--- src/rtl/ontime_updown_ctr.sv ---
module ontime_updown_ctr #(
  parameter int CW     = 8,
  parameter int MAX_ON = 48,
  parameter int FW     = 3
) (
  input  logic          clk,
  input  logic          rst_n,
  input  logic          start_i,
  input  logic          cs_stop_i,
  input  logic          ss_active_i,
  input  logic [CW-1:0] ss_limit_i,
  input  logic [FW-1:0] fault_thr_i,
  output logic          hs_req_o,
  output logic          ls_req_o,
  output logic          fault_o
);
  localparam logic [CW-1:0] MAX_L = CW'(MAX_ON);
  localparam logic [CW-1:0] ONE   = CW'(1);

  typedef enum logic [1:0] {IDLE, UP, DOWN} ph_t;

  ph_t           ph_q;
  logic [CW-1:0] cnt_q, lim_q;
  logic          ss_cyc_q;
  logic [FW-1:0] hits_q;
  logic          fault_q;

  logic [CW:0]   cnt_inc;
  logic [CW-1:0] reload;
  logic          end_cs, end_lim, hit_cnt, trip;
  logic [FW:0]   hits_nx;

  assign cnt_inc = {1'b0, cnt_q} + 1'b1;
  assign reload  = ss_active_i ? ((ss_limit_i == '0) ? ONE : ss_limit_i) : MAX_L;
  assign end_cs  = (ph_q == UP) && cs_stop_i;
  assign end_lim = (ph_q == UP) && !cs_stop_i && (cnt_inc >= {1'b0, lim_q});
  assign hit_cnt = end_lim && !ss_cyc_q;
  assign hits_nx = {1'b0, hits_q} + 1'b1;
  assign trip    = hit_cnt && (hits_nx >= {1'b0, fault_thr_i});

  always_ff @(posedge clk or negedge rst_n) begin
    if (!rst_n) begin
      ph_q     <= IDLE;
      cnt_q    <= '0;
      lim_q    <= ONE;
      ss_cyc_q <= 1'b0;
      hits_q   <= '0;
      fault_q  <= 1'b0;
    end else begin
      case (ph_q)
        IDLE: begin
          cnt_q <= '0;
          if (start_i && !fault_q) begin
            ph_q     <= UP;
            lim_q    <= reload;
            ss_cyc_q <= ss_active_i;
          end
        end
        UP: begin
          cnt_q <= cnt_inc[CW-1:0];
          if (end_cs || end_lim) ph_q <= trip ? IDLE : DOWN;
          if (end_cs || (end_lim && ss_cyc_q)) hits_q <= '0;
          else if (hit_cnt && !trip) hits_q <= hits_nx[FW-1:0];
          if (trip) fault_q <= 1'b1;
        end
        DOWN: begin
          if (cnt_q == ONE) begin
            ph_q     <= UP;
            cnt_q    <= '0;
            lim_q    <= reload;
            ss_cyc_q <= ss_active_i;
          end else begin
            cnt_q <= cnt_q - ONE;
          end
        end
        default: ph_q <= IDLE;
      endcase
    end
  end

  assign hs_req_o = (ph_q == UP);
  assign ls_req_o = (ph_q == DOWN);
  assign fault_o  = fault_q;
endmodule


--- config.mk ---
export PLATFORM = sky130hd
export DESIGN_NAME = ontime_updown_ctr
export DESIGN_NICKNAME = d
export VERILOG_FILES = /design/src/rtl/ontime_updown_ctr.sv
export SDC_FILE = /design/constraint.sdc
export NUM_CORES = 1
export LEC_CHECK = 0
export ABC_AREA = 1
export BUFFER_PORTS_ARGS = -buffer_cell sky130_fd_sc_hd__buf_2
export CELL_PAD_IN_SITES_DETAIL_PLACEMENT = 1
export CELL_PAD_IN_SITES_GLOBAL_PLACEMENT = 1
export CORE_MARGIN = 1
export CORE_UTILIZATION = 38
export DETAILED_ROUTE_END_ITERATION = 7
export PLACE_DENSITY = 0.77
export SLEW_MARGIN = 40
export SYNTH_ARGS = -nofsm -noshare
export SYNTH_HDL_FRONTEND = slang
export SYNTH_SLANG_ARGS = --single-unit
--- constraint.sdc ---
create_clock -name clk -period 2.3 [get_ports clk]
set_clock_uncertainty 0.1 [all_clocks]
set_input_delay 0.23 -clock clk [delete_from_list [all_inputs] [get_ports clk]]
set_output_delay 0.23 -clock clk [all_outputs]
set_load 0.05 [all_outputs]
After elaboration in Yosys (flattened, before gate mapping)
Cells that the tools add are included.
- add/subtract/negate cells: 3
- multipliers: 0
- div/mod/pow operators: 0
- magnitude comparators: 2
- eq/ne operators: 6
- shift-type cells: 0
- mux-type cells: 17
- bitwise logic cells: 0
- reduce and logical (&&, ||, !) cells: 23
- operators by type and width (kind ; count):
    two-way mux 8 bit ; 5
    one-hot mux 8 bit (3 select lines) ; 1
    one-hot mux 8 bit (2 select lines) ; 1
    adder 8 x 1 -> 9 bit (second input constant) ; 1
    greater-or-equal comparator 9 x 8 -> 1 bit ; 1
    equality test 8 x 1 -> 1 bit (second input constant) ; 1
    logical AND 1 bit ; 8
    logical NOT 8 bit ; 1
    two-way mux 2 bit ; 4
    subtractor 8 x 1 -> 8 bit (second input constant) ; 1
    two-way mux 3 bit ; 2
    one-hot mux 2 bit (3 select lines) ; 1
    AND reduction 3 bit ; 2
    adder 3 x 1 -> 4 bit (second input constant) ; 1
    greater-or-equal comparator 4 x 3 -> 1 bit ; 1
    logical NOT 1 bit ; 4
    inequality test 2 x 1 -> 1 bit (second input constant) ; 2
    AND reduction 2 bit ; 2
    nonzero test 2 bit ; 2
    nonzero test 3 bit ; 1
    equality test 2 x 1 -> 1 bit (second input constant) ; 1
    equality test 2 bit (second input constant) ; 1
    logical NOT 2 bit ; 1
    logical OR 1 bit ; 2
    other kinds (3) ; 4
- register bits after elaboration: 23
- latch bits: 0
- RAM bits: 0
- memory bits (read-only): 0
- input bits: 16
- output and inout port bits: 3
- word-level logic and storage cells: 57
- memories: 0

Longest topological paths before layout
- word-level depth: 9
- mapped depth: 19
- depth with buffers taken out: 19

Worst setup path after synthesis
No wires, ideal clock.
- path kind: register to register
- start point: register cnt_q[0]
- end point: register ph_q[1]
- setup time: 0.117 ns
- data arrival time: 2.045 ns
- data required time: 2.083 ns
- path slack: 0.039 ns
- cell stages (with the launch flop): 19
- path buffers: 0
- clock period less this slack: 2.261 ns
- cells stage by stage: dfrtp_1 -> ha_1 -> nand2_1 -> inv_2 -> nand2_2 -> xor2_1 -> ha_1 -> nand2_1 -> inv_1 -> nand2_1 -> nand3_1 -> nand2_1 -> nand2_1 -> nand2_1 -> nand2_4 -> o21ai_2 -> nor2_2 -> nand2_1 -> nand2_1
- cells in the longest elaborated chain, start to end: 8
- elaborated cells on any way between the ends: 13
- classes of those cells: add/sub: 1; order compare: 1; eq/ne: 3; mux: 3; reduce/logical: 5
- RTL lines (item ; line ; text):
    from (decl) ; 23 ; logic [CW-1:0] cnt_q, lim_q;
    from (signal assigned) ; 60 ; cnt_q <= cnt_inc[CW-1:0];
    from (signal assigned) ; 73 ; cnt_q <= cnt_q - ONE;
    adder 8 x 1 -> 9 bit ; 33 ; assign cnt_inc = {1'b0, cnt_q} + 1'b1;
    greater-or-equal comparator 9 x 8 -> 1 bit ; 36 ; assign end_lim = (ph_q == UP) && !cs_stop_i && (cnt_inc >= {1'b0, lim_q});
    logical AND 1 bit ; 36 ;
    logical AND 1 bit ; 37 ; assign hit_cnt = end_lim && !ss_cyc_q;
    logical AND 1 bit ; 39 ; assign trip = hit_cnt && (hits_nx >= {1'b0, fault_thr_i});
    two-way mux 2 bit (2 in series) ; 61 ; if (end_cs || end_lim) ph_q <= trip ? IDLE : DOWN;
    one-hot mux 2 bit (3 select lines) ; 50 ; case (ph_q)
    to (signal assigned) ; 61 ;
    to (decl) ; 22 ; ph_t ph_q;
Parallel ways exist; a longest one is shown, timed or not. The select of a mux whose other input is x is not followed.
A chain may end at the register's enable or synchronous reset.

Worst setup path after layout
Ends and elaborated chain as after synthesis.

==> results.txt <==
- In the final routed layout, each cell accounts on average for 14.8 um.
- Along the worst path, the maximum fanout reaches 5.
- Highest routing layer actually used: met4
- Synthesized netlist net count: about 260
- Layout cells sized above 1: 0.299
* Final Core Density: 0.492
- Type of element capturing the critical path: flip-flop
* Static Leakage: about 1.2 nW
- The setup path with the least slack is of type flip-flop to flip-flop.
* TritonCTS clock tree: built
- Summing over every cut layer, the via total after detailed routing is between 1,500 and 2,000.
- For this run, the detailed router's first-pass iteration total came to 4.
- The final number of hold-violating endpoints was 0.
- The mapped netlist covers 1800 um2.
- Number of max-capacitance violations reported: 0
* Detail-routed via count per cell: between 5 and 6
- The clock drives 23 sinks.
- Sequential share of the synthesized area: 0.320
- CTS Root Buffer Type: clkbuf_8
- The flow ran to the end, but the final reports show violations.
- Minimum setup slack in the final design: -0.0416 ns
- Worst hold-check path type: input port to flip-flop
- Maximum vdd ir drop: about 0.42 mV
- Post-synthesis cell type count: 33
* First-pass GRT wire length: just over 8 mm
- Antenna-violating nets left: 0
* Antenna violations before repair: 0
* Latest clock arrival within the worst-skew pair: around 0.28 ns
- Number of synthesis warnings: 0
* Placeable core area: about 4400 um2
- In this run the vertical extent of the chip is 70.9 um.
- In the final layout, flip-flops and latches occupy ~580 um2.
* Starting density of the core: 0.406
- The library cell used most frequently in the layout, excluding fill and tap cells, is inv_1.
* Number of buffers on the longest clock path: 2
- A synthesized cell averages 8.02 um2.
- Timing analysis after detailed placement gives a worst setup slack of -0.108 ns.
* Power per cell area: 1190 nW/um2
- Count of final setup violators: 5
- ANT cells: 0
* Largest net degree at the start of global routing: 24
- The routed design uses 75 um of met3 wire.
- Timing would allow up to around 430 MHz.
* Routability Congestion: 0.862
- STA puts the critical path data arrival time at ~2.4 ns.
- Setup repair after global routing could not meet its margin everywhere.
- The floorplan step set the die width to between 70 and 80 um.
- Deepest level of the CTS H-tree: 1
- Category of the worst setup path launch point: flip-flop
- The floorplan step defined a die boundary enclosing slightly above 5000 um2.
- From synthesis to final layout, the design area changed by 21.1%.
- Placed Instance Area: about 2000 um2
- Leaving out fill and tap cells, the most frequent cells in the layout are 42 x inv_1, 40 x nand2_1, 22 x dfrtp_1, 19 x ha_1, 18 x buf_2.
- Slew HR: 0.628
- After routing the design area is between 2000 and 2500 um2.
- Final Non-Filler Cells: between 300 and 400
* Iteration-0 DRC Markers: 65
* Final-report max-slew violation count: 0
- Cell count after synthesis: around 230
- For this block, wires on met1 add up to 2.00 mm.
- In this run, synthesis produced a sequential element count of 23.
- After clock tree synthesis, the clock-pin slew on the worst setup and hold paths is around 0.1 ns.
- The checks that failed: setup timing.
- The count of buffers added on input and output ports is 18.
- Area occupied by multi-input gates: ~1100 um2
- Summed over all layers, the routed wires come to roughly 4.6 mm.
- After detailed placement, the design holds a cell count of between 300 and 400.
- Global-route congestion overflow total: 0
* Total number of placement rows: 24
- Met2 routed WL: around 2.5 mm
* Share of the clock period used by the worst path: 1.02
* Filler cell count: 563
- In the global route stage, overall resource usage came out at 0.208.
* IO Count: 19
* Transition time of the tightest slew-check pin: between 0.5 and 0.6 ns
- Detailed placement finished with a half-perimeter wire length of between 3 and 4 mm.
* Total CTS buffers: 3
- The smallest clock period supported by the final layout is computed as 2.34 ns.
- The via count of the first global-routing pass is between 1,500 and 2,000.
- DRC violation count after routing: 0
* Critical path data required time: about 2.4 ns
- Number of nets in the finished design: between 200 and 300
==> worst max-delay path: stages, from the launching register on <==
cell	delay (ns)
dfrtp_1	0.39
ha_2	0.20
nand2_2	0.06
inv_2	0.08
nand2_4	0.06
xor2_2	0.15
ha_1	0.30
nand2_1	0.08
inv_2	0.04
nand2_1	0.05
nand3_1	0.09
nand2_1	0.08
nand2_1	0.06
nand2_2	0.08
nand2_4	0.09
o21ai_4	0.19
nor2_2	0.04
nand2_1	0.05
nand2_1	0.05
==> kinds of logic (layout without fill, tap and decap cells) <==
| group | count (synthesis) | count (layout) | share of synthesized area |
|---|---|---|---|
| AOI/OAI and AO/OA | 39 | 39 | 0.137 |
| xor gates and xnor gates | 10 | 10 | 0.0485 |
| adders and majority gates | 20 | 20 | 0.139 |
| buffers and inverters | 49 | 85 | 0.104 |
| DFF | 23 | 23 | 0.320 |
| and+or+nand+nor | 84 | 84 | 0.252 |
==> power by group <==
group | internal, W | leakage [nW] | switching, W | total [W]
logic | 0.000612 | 0.888 | 0.00100 | 0.00162
registers | 0.000558 | 0.292 | 0.000134 | 0.000692
clock network | 0.000123 | 0.0217 | 0.000164 | 0.000287
total | 0.00129 | 1.20 | 0.00130 | 0.00260
==> registers in the layout (all words and copies together) (netlist names) <==
register,flops
ss_cyc_q,1
ph_q,2
hits_q,3
fault_o,1
lim_q,8
cnt_q,8
==> per-layer routing <==
| layer | vias to the layer above | GRT usage |
|---|---|---|
| met5 | - | 0 |
| met4 | 0 | 0.0667 |
| met3 | 6 | 0.0271 |
| met2 | 14 | 0.395 |
| met1 | 775 | 0.241 |
| li1 | 792 | - |
==> what timing repair did <==
item,in CTS,in global routing
hold buffers,1,0
buffers inserted,0,1
setup endpoints to repair,5,6
pin swaps,3,2
gates resized for setup,12,6
endpoints found under the hold margin,22,0
==> through the flow <==
| stage | hold slack (ns) | total power, W | setup TNS (ns) |
|---|---|---|---|
| after CTS | 0.0657 | 0.00259 | -0.195 |
| after global routing | 0.0845 | 0.00284 | -0.983 |
| after global placement | 0.156 | 0.00216 | -0.0148 |
| after detailed placement | 0.166 | 0.00224 | -0.363 |
| final | 0.0674 | 0.00260 | -0.159 |
| after floorplan | -0.166 | 0.00178 | 0 |
==> layout make-up <==
class | count | area share
Tap cell | 52 | 0.0298
Multi-Input combinational cell | 153 | 0.506
Timing Repair Buffer | 33 | 0.0956
Clock inverter | 1 | 0.00344
Inverter | 48 | 0.0825
Sequential cell | 23 | 0.264
Clock buffer | 3 | 0.0189
==> synthesized netlist by cell type, drive strengths merged <==
cell type	count	area, um2
a21oi	6	33.8
a22oi	2	15.0
a31oi	1	12.5
a41oi	1	8.76
buf	1	7.51
dfrtp	22	551
dfstp	1	26.3
ha	20	250
inv	48	180
nand2	50	210
nand3	13	97.6
nand3b	1	20.0
nand4	4	25.0
nor2	14	86.3
nor3	1	10.0
nor4	1	6.26
o211ai	1	7.51
o21ai	23	138
o22ai	5	31.3
xnor2	2	17.5
xor2	8	70.1
==> worst paths after layout <==
kind                                    start        to  cells past startpoint  slack, ns
worst max register to register       cnt_q[0]   ph_q[1]                     18      -0.04
max in group asynchronous               rst_n  lim_q[0]                      2       1.37
worst min-delay path            ss_limit_i[1]  lim_q[1]                      3       0.07
worst min register to register       lim_q[0]  lim_q[0]                      2       0.39
worst max-delay path                 cnt_q[0]   ph_q[1]                     18      -0.04
min in group asynchronous               rst_n  cnt_q[7]                      2       0.36
Power figures use the tool's default switching activity.
